===== config.mk =====
export PLATFORM = sky130hd
export DESIGN_NAME = i2c_wait_ctl
export DESIGN_NICKNAME = d
export VERILOG_FILES = /design/src/rtl/i2cw_pkg.sv /design/src/rtl/i2cw_frame_cnt.sv /design/src/rtl/i2cw_point_sel.sv /design/src/rtl/i2cw_hold_ctl.sv /design/src/rtl/i2c_wait_ctl.sv
export SDC_FILE = /design/constraint.sdc
export NUM_CORES = 1
export LEC_CHECK = 0
export CORE_AREA = 4 4 41 43
export CTS_CLUSTER_DIAMETER = 30
export DETAILED_ROUTE_END_ITERATION = 10
export DIE_AREA = 0 0 45 47
export PLACE_DENSITY = 0.69
export SETUP_SLACK_MARGIN = 0.2
export SLEW_MARGIN = 10
export SYNTH_ARGS = -nofsm -noshare
export SYNTH_HDL_FRONTEND = slang
export SYNTH_SLANG_ARGS = --single-unit

===== constraint.sdc =====
create_clock -name clk -period 2.09 [get_ports clk]
set_clock_uncertainty 0.15 [all_clocks]
set_input_delay 0.3135 -clock clk [delete_from_list [all_inputs] [get_ports clk]]
set_output_delay 0.3135 -clock clk [all_outputs]
set_load 0.02 [all_outputs]

===== src/rtl/i2cw_pkg.sv =====
package i2cw_pkg;
  // where in the frame the current byte waits
  typedef enum logic [1:0] {
    WP_NONE  = 2'd0,
    WP_DATA  = 2'd1,   // last data edge
    WP_FRAME = 2'd2    // acknowledge edge
  } wait_pt_e;
endpackage


===== src/rtl/i2cw_frame_cnt.sv =====
module i2cw_frame_cnt #(
  parameter int FRAME_BITS = 9,
  parameter int CW = $clog2(FRAME_BITS + 1)
) (
  input  logic clk,
  input  logic rst,
  input  logic en,
  input  logic scl_fall,
  input  logic frame_rst,
  output logic first_edge,
  output logic data_end,
  output logic frame_end
);
  localparam logic [CW-1:0] LAST_DATA = CW'(FRAME_BITS - 2);
  localparam logic [CW-1:0] LAST_EDGE = CW'(FRAME_BITS - 1);

  logic [CW-1:0] cnt_q;
  logic          fall_ok;

  assign fall_ok    = scl_fall && !frame_rst;
  assign first_edge = fall_ok && (cnt_q == '0);
  assign data_end   = fall_ok && (cnt_q == LAST_DATA);
  assign frame_end  = fall_ok && (cnt_q == LAST_EDGE);

  always_ff @(posedge clk) begin
    if (rst || !en || frame_rst) begin
      cnt_q <= '0;
    end else if (fall_ok) begin
      if (cnt_q == LAST_EDGE) cnt_q <= '0;
      else                    cnt_q <= cnt_q + 1'b1;
    end
  end
endmodule


===== src/rtl/i2cw_point_sel.sv =====
module i2cw_point_sel
  import i2cw_pkg::*;
(
  input  logic     clk,
  input  logic     rst,
  input  logic     en,
  input  logic     first_edge,
  input  logic     wait_sel,
  input  logic     addr_phase,
  input  logic     is_master,
  input  logic     addr_match,
  input  logic     ext_code,
  output wait_pt_e point
);
  logic sel_q;
  logic sel_use;

  // the select bit is frozen for a byte at its first edge
  assign sel_use = first_edge ? wait_sel : sel_q;

  always_ff @(posedge clk) begin
    if (rst || !en)      sel_q <= 1'b0;
    else if (first_edge) sel_q <= wait_sel;
  end

  always_comb begin
    if (addr_phase) begin
      if (is_master)       point = WP_FRAME;
      else if (ext_code)   point = WP_DATA;
      else if (addr_match) point = WP_FRAME;
      else                 point = WP_NONE;
    end else begin
      point = sel_use ? WP_FRAME : WP_DATA;
    end
  end
endmodule


===== src/rtl/i2cw_hold_ctl.sv =====
module i2cw_hold_ctl
  import i2cw_pkg::*;
(
  input  logic     clk,
  input  logic     rst,
  input  logic     en,
  input  wait_pt_e point,
  input  logic     data_end,
  input  logic     frame_end,
  input  logic     rel_wr,
  input  logic     stop_det,
  input  logic     stop_ie,
  output logic     hold_scl,
  output logic     irq,
  output logic     rel_busy
);
  logic wait_set;
  logic stop_irq;

  assign wait_set = ((point == WP_DATA)  && data_end) ||
                    ((point == WP_FRAME) && frame_end);
  assign stop_irq = stop_det && stop_ie;

  always_ff @(posedge clk) begin
    if (rst || !en) begin
      hold_scl <= 1'b0;
      irq      <= 1'b0;
      rel_busy <= 1'b0;
    end else begin
      irq      <= wait_set || stop_irq;
      rel_busy <= rel_wr;
      if (wait_set)      hold_scl <= 1'b1;
      else if (rel_busy) hold_scl <= 1'b0;
    end
  end
endmodule


===== src/rtl/i2c_wait_ctl.sv =====
module i2c_wait_ctl
  import i2cw_pkg::*;
#(
  parameter int FRAME_BITS = 9
) (
  input  logic clk,
  input  logic rst,
  input  logic en,
  input  logic is_master,
  input  logic wait_sel,
  input  logic rel_wr,
  input  logic stop_ie,
  input  logic scl_fall,
  input  logic start_det,
  input  logic stop_det,
  input  logic addr_phase,
  input  logic addr_match,
  input  logic ext_code,
  output logic hold_scl,
  output logic irq,
  output logic rel_busy
);
  localparam int CW = $clog2(FRAME_BITS + 1);

  logic     first_edge;
  logic     data_end;
  logic     frame_end;
  wait_pt_e point;

  i2cw_frame_cnt #(.FRAME_BITS(FRAME_BITS), .CW(CW)) u_cnt (
    .clk        (clk),
    .rst        (rst),
    .en         (en),
    .scl_fall   (scl_fall),
    .frame_rst  (start_det || stop_det),
    .first_edge (first_edge),
    .data_end   (data_end),
    .frame_end  (frame_end)
  );

  i2cw_point_sel u_sel (
    .clk        (clk),
    .rst        (rst),
    .en         (en),
    .first_edge (first_edge),
    .wait_sel   (wait_sel),
    .addr_phase (addr_phase),
    .is_master  (is_master),
    .addr_match (addr_match),
    .ext_code   (ext_code),
    .point      (point)
  );

  i2cw_hold_ctl u_hold (
    .clk       (clk),
    .rst       (rst),
    .en        (en),
    .point     (point),
    .data_end  (data_end),
    .frame_end (frame_end),
    .rel_wr    (rel_wr),
    .stop_det  (stop_det),
    .stop_ie   (stop_ie),
    .hold_scl  (hold_scl),
    .irq       (irq),
    .rel_busy  (rel_busy)
  );
endmodule


**Word level (Yosys, flattened, before mapping)**

Cells that the tools add are included.

- $lt $le $gt $ge: 0
- Add/subtract/negate cells: 1
- Reduce and logical (&&, ||, !) cells: 16
- Bitwise gates (word level): 0
- Eq/ne operators: 4
- Shift-type cells: 0
- Multiply operators: 0
- Multiplexer cells: 9
- Div/mod/pow operators: 0

Operators by type and width:

| kind | count |
|---|---|
| $mux 2 | 5 |
| $logic_and 1x1->1 | 7 |
| $logic_or 1x1->1 | 5 |
| $add 4x1->4 const B | 1 |
| $eq 4x3->1 const B | 1 |
| $eq 4x4->1 const B | 1 |
| $logic_not 4->1 | 1 |
| $mux 4 | 1 |
| $mux 1 | 3 |
| $eq 2x1->1 const B | 1 |
| $eq 2x2->1 const B | 1 |
| $logic_not 1->1 | 2 |
| $reduce_bool 2->1 | 1 |

- Register bits: 8
- Memory bits (writable): 0
- Word-level logic and storage cells: 35
- Memories: 0
- Bits in latches: 0
- ROM bits: 0
- Output and inout port bits: 3
- Bits of input ports: 13

**Logic depth before layout (Yosys ltp)**

- Word-level depth: 11
- Gate-level depth with buffers: 7
- Depth with buffers taken out: 7

**Hierarchy**

Synthesis repeated with hierarchy kept, for this count alone.

- Cell total of the unflattened synthesis: 51
- Area, all modules: 441.7 um2

By module, submodules not included:

| module | seq. area each (um2) | area an instance (um2) | cells each | instances |
|---|---|---|---|---|
| i2cw_frame_cnt | 80.1 | 250.2 | 31 | 1 |
| i2cw_hold_ctl | 60.1 | 111.4 | 12 | 1 |
| i2cw_point_sel | 20.0 | 73.8 | 7 | 1 |
| i2c_wait_ctl | 0.0 | 6.3 | 1 | 1 |

**Worst setup path before layout**

No wires, ideal clock.

- Kind: reg2reg
- Start: register u_cnt.cnt_q[0]
- End: register u_hold.irq
- Setup time: 0.067 ns
- Path buffers: 0
- Data required time: 1.873 ns
- Path slack: 0.255 ns
- Arrival: 1.618 ns
- Cell stages (with the launch flop): 8
- Period minus slack after synthesis: 1.835 ns
- Cells stage by stage: dfxtp_1 > inv_1 > ha_1 > nor2b_1 > and3_1 > o32ai_2 > mux2_4 > a21oi_2

- Longest elaborated chain between the ends: 9
- Elaborated cells between the ends (all ways): 15
- Classes of those cells: eq/ne: 4; mux: 3; reduce/logical: 8

RTL lines:

| what | RTL line | source |
|---|---|---|
| start, declared | i2cw_frame_cnt.sv:17 | `logic [CW-1:0] cnt_q;` |
| start signal, assigned | i2cw_frame_cnt.sv:30 | `else cnt_q <= cnt_q + 1'b1;` |
| $logic_not 4->1 | i2cw_frame_cnt.sv:21 | `assign first_edge = fall_ok && (cnt_q == '0);` |
| $logic_and 1x1->1 | i2cw_frame_cnt.sv:21 |  |
| $mux 1 | - |  |
| $mux 2 | i2cw_point_sel.sv:33 | `point = sel_use ? WP_FRAME : WP_DATA;` |
| $mux 2 | i2cw_point_sel.sv:27 | `if (addr_phase) begin` |
| $eq 2x1->1 / $eq 2x2->1 (equally long branches) | i2cw_hold_ctl.sv:20, i2cw_hold_ctl.sv:21 |  |
| $logic_and 1x1->1, on equally long branches | i2cw_hold_ctl.sv:20, i2cw_hold_ctl.sv:21 |  |
| $logic_or 1x1->1 * | i2cw_hold_ctl.sv:20 | `assign wait_set = ((point == WP_DATA) && data_end) \|\|` |
| $logic_or 1x1->1 * | i2cw_hold_ctl.sv:30 | `irq <= wait_set \|\| stop_irq;` |
| end signal, assigned | i2cw_hold_ctl.sv:30 |  |
| end, declared | i2cw_hold_ctl.sv:14 | `output logic irq,` |

Every way passes the cells marked *; elsewhere a longest branch is shown, timed or not.
A chain may end at the register's enable or synchronous reset.

**Worst setup path after layout**

- Start: register u_cnt.cnt_q[1]
- End: register u_hold.hold_scl

- Longest elaborated chain between the ends: 9
- Elaborated cells between the ends (all ways): 16
- Classes of those cells: eq/ne: 4; mux: 4; reduce/logical: 8

RTL lines:

| what | RTL line | source |
|---|---|---|
| $logic_not 4->1 | i2cw_frame_cnt.sv:21 |  |
| $logic_and 1x1->1 | i2cw_frame_cnt.sv:21 |  |
| $mux 1 | - |  |
| $mux 2 | i2cw_point_sel.sv:33 |  |
| $mux 2 | i2cw_point_sel.sv:27 |  |
| $eq 2x1->1 / $eq 2x2->1 (equally long branches) | i2cw_hold_ctl.sv:20, i2cw_hold_ctl.sv:21 |  |
| $logic_and 1x1->1, on equally long branches | i2cw_hold_ctl.sv:20, i2cw_hold_ctl.sv:21 |  |
| $logic_or 1x1->1 * | i2cw_hold_ctl.sv:20 |  |
| $mux 1 / $reduce_bool 2->1 (equally long branches) | - |  |
| end signal, assigned | i2cw_hold_ctl.sv:26 | `hold_scl <= 1'b0;` |
| end signal, assigned | i2cw_hold_ctl.sv:32 | `if (wait_set) hold_scl <= 1'b1;` |
| end signal, assigned | i2cw_hold_ctl.sv:33 | `else if (rel_busy) hold_scl <= 1'b0;` |
| end, declared | i2cw_hold_ctl.sv:13 | `output logic hold_scl,` |

Marks and branches as above.

==> run_results.csv <==
group,metric,value,unit
sta,fin_crit_sh,84.98,%
global_route,antenna_found_initial,0,
critical_path,cp.required,2140,ps
synthesis,synth_compound_gate_area_share,11.80,%
synthesis,synthMuxAreaShare,5.900,%
critical_path,path_class,"register to register",
synthesis,synth-async-reset-ratio,0,%
hold_path,whs_path_depth,2,
sta,fin_tns_setup,0,ps
global_route,grt_pass1_wl,1.538,mm
synthesis,syn_inst,44,
synthesis,yosys.area_share.adder,5.900,%
layout,multi_input_area,282.8,um^2
critical_path,cp.arrival,1820,ps
cts,cts_buffers,3,
synthesis,yosys.area_share.simple,29.79,%
power_and_ir_drop,p_per_area,460.9,nW/um^2
sta,relSlewSlack,81.19,%
layout,nets,87,
drt,drtIter0Drc,5,
critical_path,cp_num_cells,7,
power_and_ir_drop,ir_drop,0.2724,mV
synthesis,synth_edf_count,0,
synthesis,syn_nets,59,
power_and_ir_drop,internal-power,0.2565,mW
drt,routed_wl,978,um
sta,drv_slew,0,
synthesis,syn_area,424.2,um^2
sta,clock.fmax,0.5631,GHz
synthesis,synth_seq_area_share,37.76,%
global_route,grt_pass1_vias,390,
power_and_ir_drop,p_leak,0.2965,nW
synthesis,synth_area_per_cell,9.640,um^2
die,row_count,13,
synthesis,synth-main-ff-cell,"dfxtp_1",
power_and_ir_drop,p_sw,0.07397,mW
die,core,1301,um^2
placement,routabilityCongestion,0.8109,
drt,via_per_inst,4.753,
die,dieArea,2115,um^2
die,initial_core_util,32.60,%
die,fp.dieW,45,um
cts,h-tree-depth,1,
critical_path,crit_path_end_kind,"register",
die,dieHeight,47,um
layout,num_antenna_cells,0,
critical_path,r2r-end,"u_hold.hold_scl",
global_route,grt_usage,10.43,%
drt,drc_errors,0,
cts,cts.root.buffer_cell,"clkbuf_4",
die,ioPinCount,16,
critical_path,critical_path.top_delay_family,"compound AO/OA/AOI/OAI gates",
synthesis,synth_xor_area_share,6.195,%
critical_path,path_max_fanout,4,
critical_path,cp-start-kind,"register",
critical_path,reg2reg_depth,7,
power_and_ir_drop,power_frac_clock,36.1,%
critical_path,r2r_slack,310,ps
sta,rsz0062_at_grt,"false",
cts,cts_tree,"built",
drt,drt-wirelength-per-cell,11.51,um
hold_path,hold_end,"u_hold.hold_scl",
layout,stdcell_area,716.9,um^2
drt,ant_nets,0,
critical_path,cpMaxStageDelayCell,"dfxtp_4",
critical_path,cp.buffers_inverters,1,
synthesis,synth-seq-cells,8,
critical_path,r2r_start,"u_cnt.cnt_q[1]",
critical_path,slowest_delay,360,ps
power_and_ir_drop,combinationalPowerShare,17.8,%
placement,portBuffers,15,
global_route,grt_max_degree,5,
hold_path,min_path_type,"register to register",
power_and_ir_drop,pwr-share-seq,46.1,%
hold_path,holdCritStartpoint,"u_hold.hold_scl",
sta,worst_slew_pin_slew,281.0,ps
layout,drive_gt1_share,34.29,%
sta,whs,340.7,ps
drt,via_count,404,
cts,cts_num_sinks,8,
cts,clock_latency,250,ps
layout,fill_cells,129,
cts,postCtsHoldBufs,0,
global_route,grt_overflow_total,0,
layout,seq_area,167.7,um^2
drt,first_pass_iters,3,
layout,fin_util,55.10,%
synthesis,synth_top_family_by_area,"simple AND/OR/NAND/NOR gates",
sta,finalSetupViolCount,0,
placement,hpwl,739.3,um
sta,layout_min_cycle_time,1776,ps
synthesis,yosys_warnings,0,
critical_path,crit_chain,"inv_1, ha_2, nor2b_4, and3_4, o32ai_4, mux2_4, a21oi_2",
sta,hold_violations,0,
run_status,status,"completed",
cts,clk_pin_slew,50,ps
layout,area.growth.synth_to_final,69.03,%
power_and_ir_drop,swShare,22.38,%
cts,cts_buffer_depth,2,
synthesis,synth_cell_type_count,22,
placement,placed_area,630.6,um^2
run,cap_violations,0,
==> cells in the final DEF, fill, tap and decap left out, types with 2 or more instances in the layout <==
cell and n:
clkdlybuf4s50_1 12, buf_4 8, nor2_1 7, dfxtp_1 6, inv_1 3, nand2_1 3
clkbuf_4 3, nand2b_1 2, xor2_1 2, nand4_1 2, a21oi_2 2, dlymetal6s2s_1 2
dfxtp_4 2
==> power groups by stage <==
stage / clock network [mW] / registers (mW) / logic (mW)
global placement: 0 / 0.158 / 0.0542
global route: 0.124 / 0.152 / 0.0631
finish: 0.119 / 0.152 / 0.0588
detailed placement: 0 / 0.158 / 0.0542
floorplan: 0 / 0.160 / 0.0152
CTS: 0.120 / 0.155 / 0.0554
==> metrics by stage <==
stage / power (mW) / worst slack, ps / instances
after floorplan: 0.1750 / 255.3 / 44
after CTS: 0.3308 / 207.8 / 83
after detailed placement: 0.2124 / -87.32 / 79
final: 0.3305 / 314.0 / 85
after global placement: 0.2124 / -51.08 / 79
after global routing: 0.3398 / 219.9 / 85
==> timing repair <==
action	CTS	global route
gates resized for setup	6	8
buffers inserted	1	2
pin swaps	2	5
endpoints found under the setup margin	2	2
==> synthesized netlist by cell type, types with 2 or more instances <==
master	n	area (um^2)
inv_1	3	11.26
ha_1	2	25.02
nor2_1	7	26.28
dfxtp_1	8	160.2
nand4_1	2	12.51
nand2_1	3	11.26
a21oi_2	2	17.52
xor2_1	2	17.52
nand2b_1	2	12.51
==> logic make-up after synthesis <==
logic type,after synthesis
flip-flops,8
adder cells (fa/ha/maj),2
AO/OA/AOI/OAI,5
XOR/XNOR,3
multiplexers,2
buffers and inverters,3
AND/OR/NAND/NOR,21
==> cell type report <==
type	count	share of cell area, %
Clock buffer	3	3.141
Inverter	3	1.571
Multi-Input combinational cell	33	39.44
Sequential cell	8	23.39
Tap cell	15	2.618
Timing Repair Buffer	23	29.84
==> state kept, by name, summed over array words and instances, names as in the netlist <==
signal / flops
u_sel.sel_q: 1
u_cnt.cnt_q: 4
u_hold.hold_scl: 1
u_hold.irq: 1
u_hold.rel_busy: 1
==> layer usage <==
layer,share of wire (%),wire (um),global-route usage (%)
met1,44,435,11.85
met2,44,427,16.67
met3,8.9,87,3.448
met4,2.8,27,7.018
met5,0,0,0
==> worst max-delay path by stage <==
stage                               from         endpoint  slack [ps]
after floorplan           u_cnt.cnt_q[0]       u_hold.irq         260
after global placement         start_det       u_hold.irq         -50
after detailed placement       start_det       u_hold.irq         -90
after CTS                       scl_fall       u_hold.irq         210
after global routing      u_cnt.cnt_q[1]  u_hold.hold_scl         220
final                     u_cnt.cnt_q[1]  u_hold.hold_scl         310
==> worst min-delay path, stage by stage, from the launching register on <==
cell and delay, ps:
dfxtp_1 320, nand2b_1 80, a21oi_2 50
Note: power is estimated with default switching activity, not from simulation.
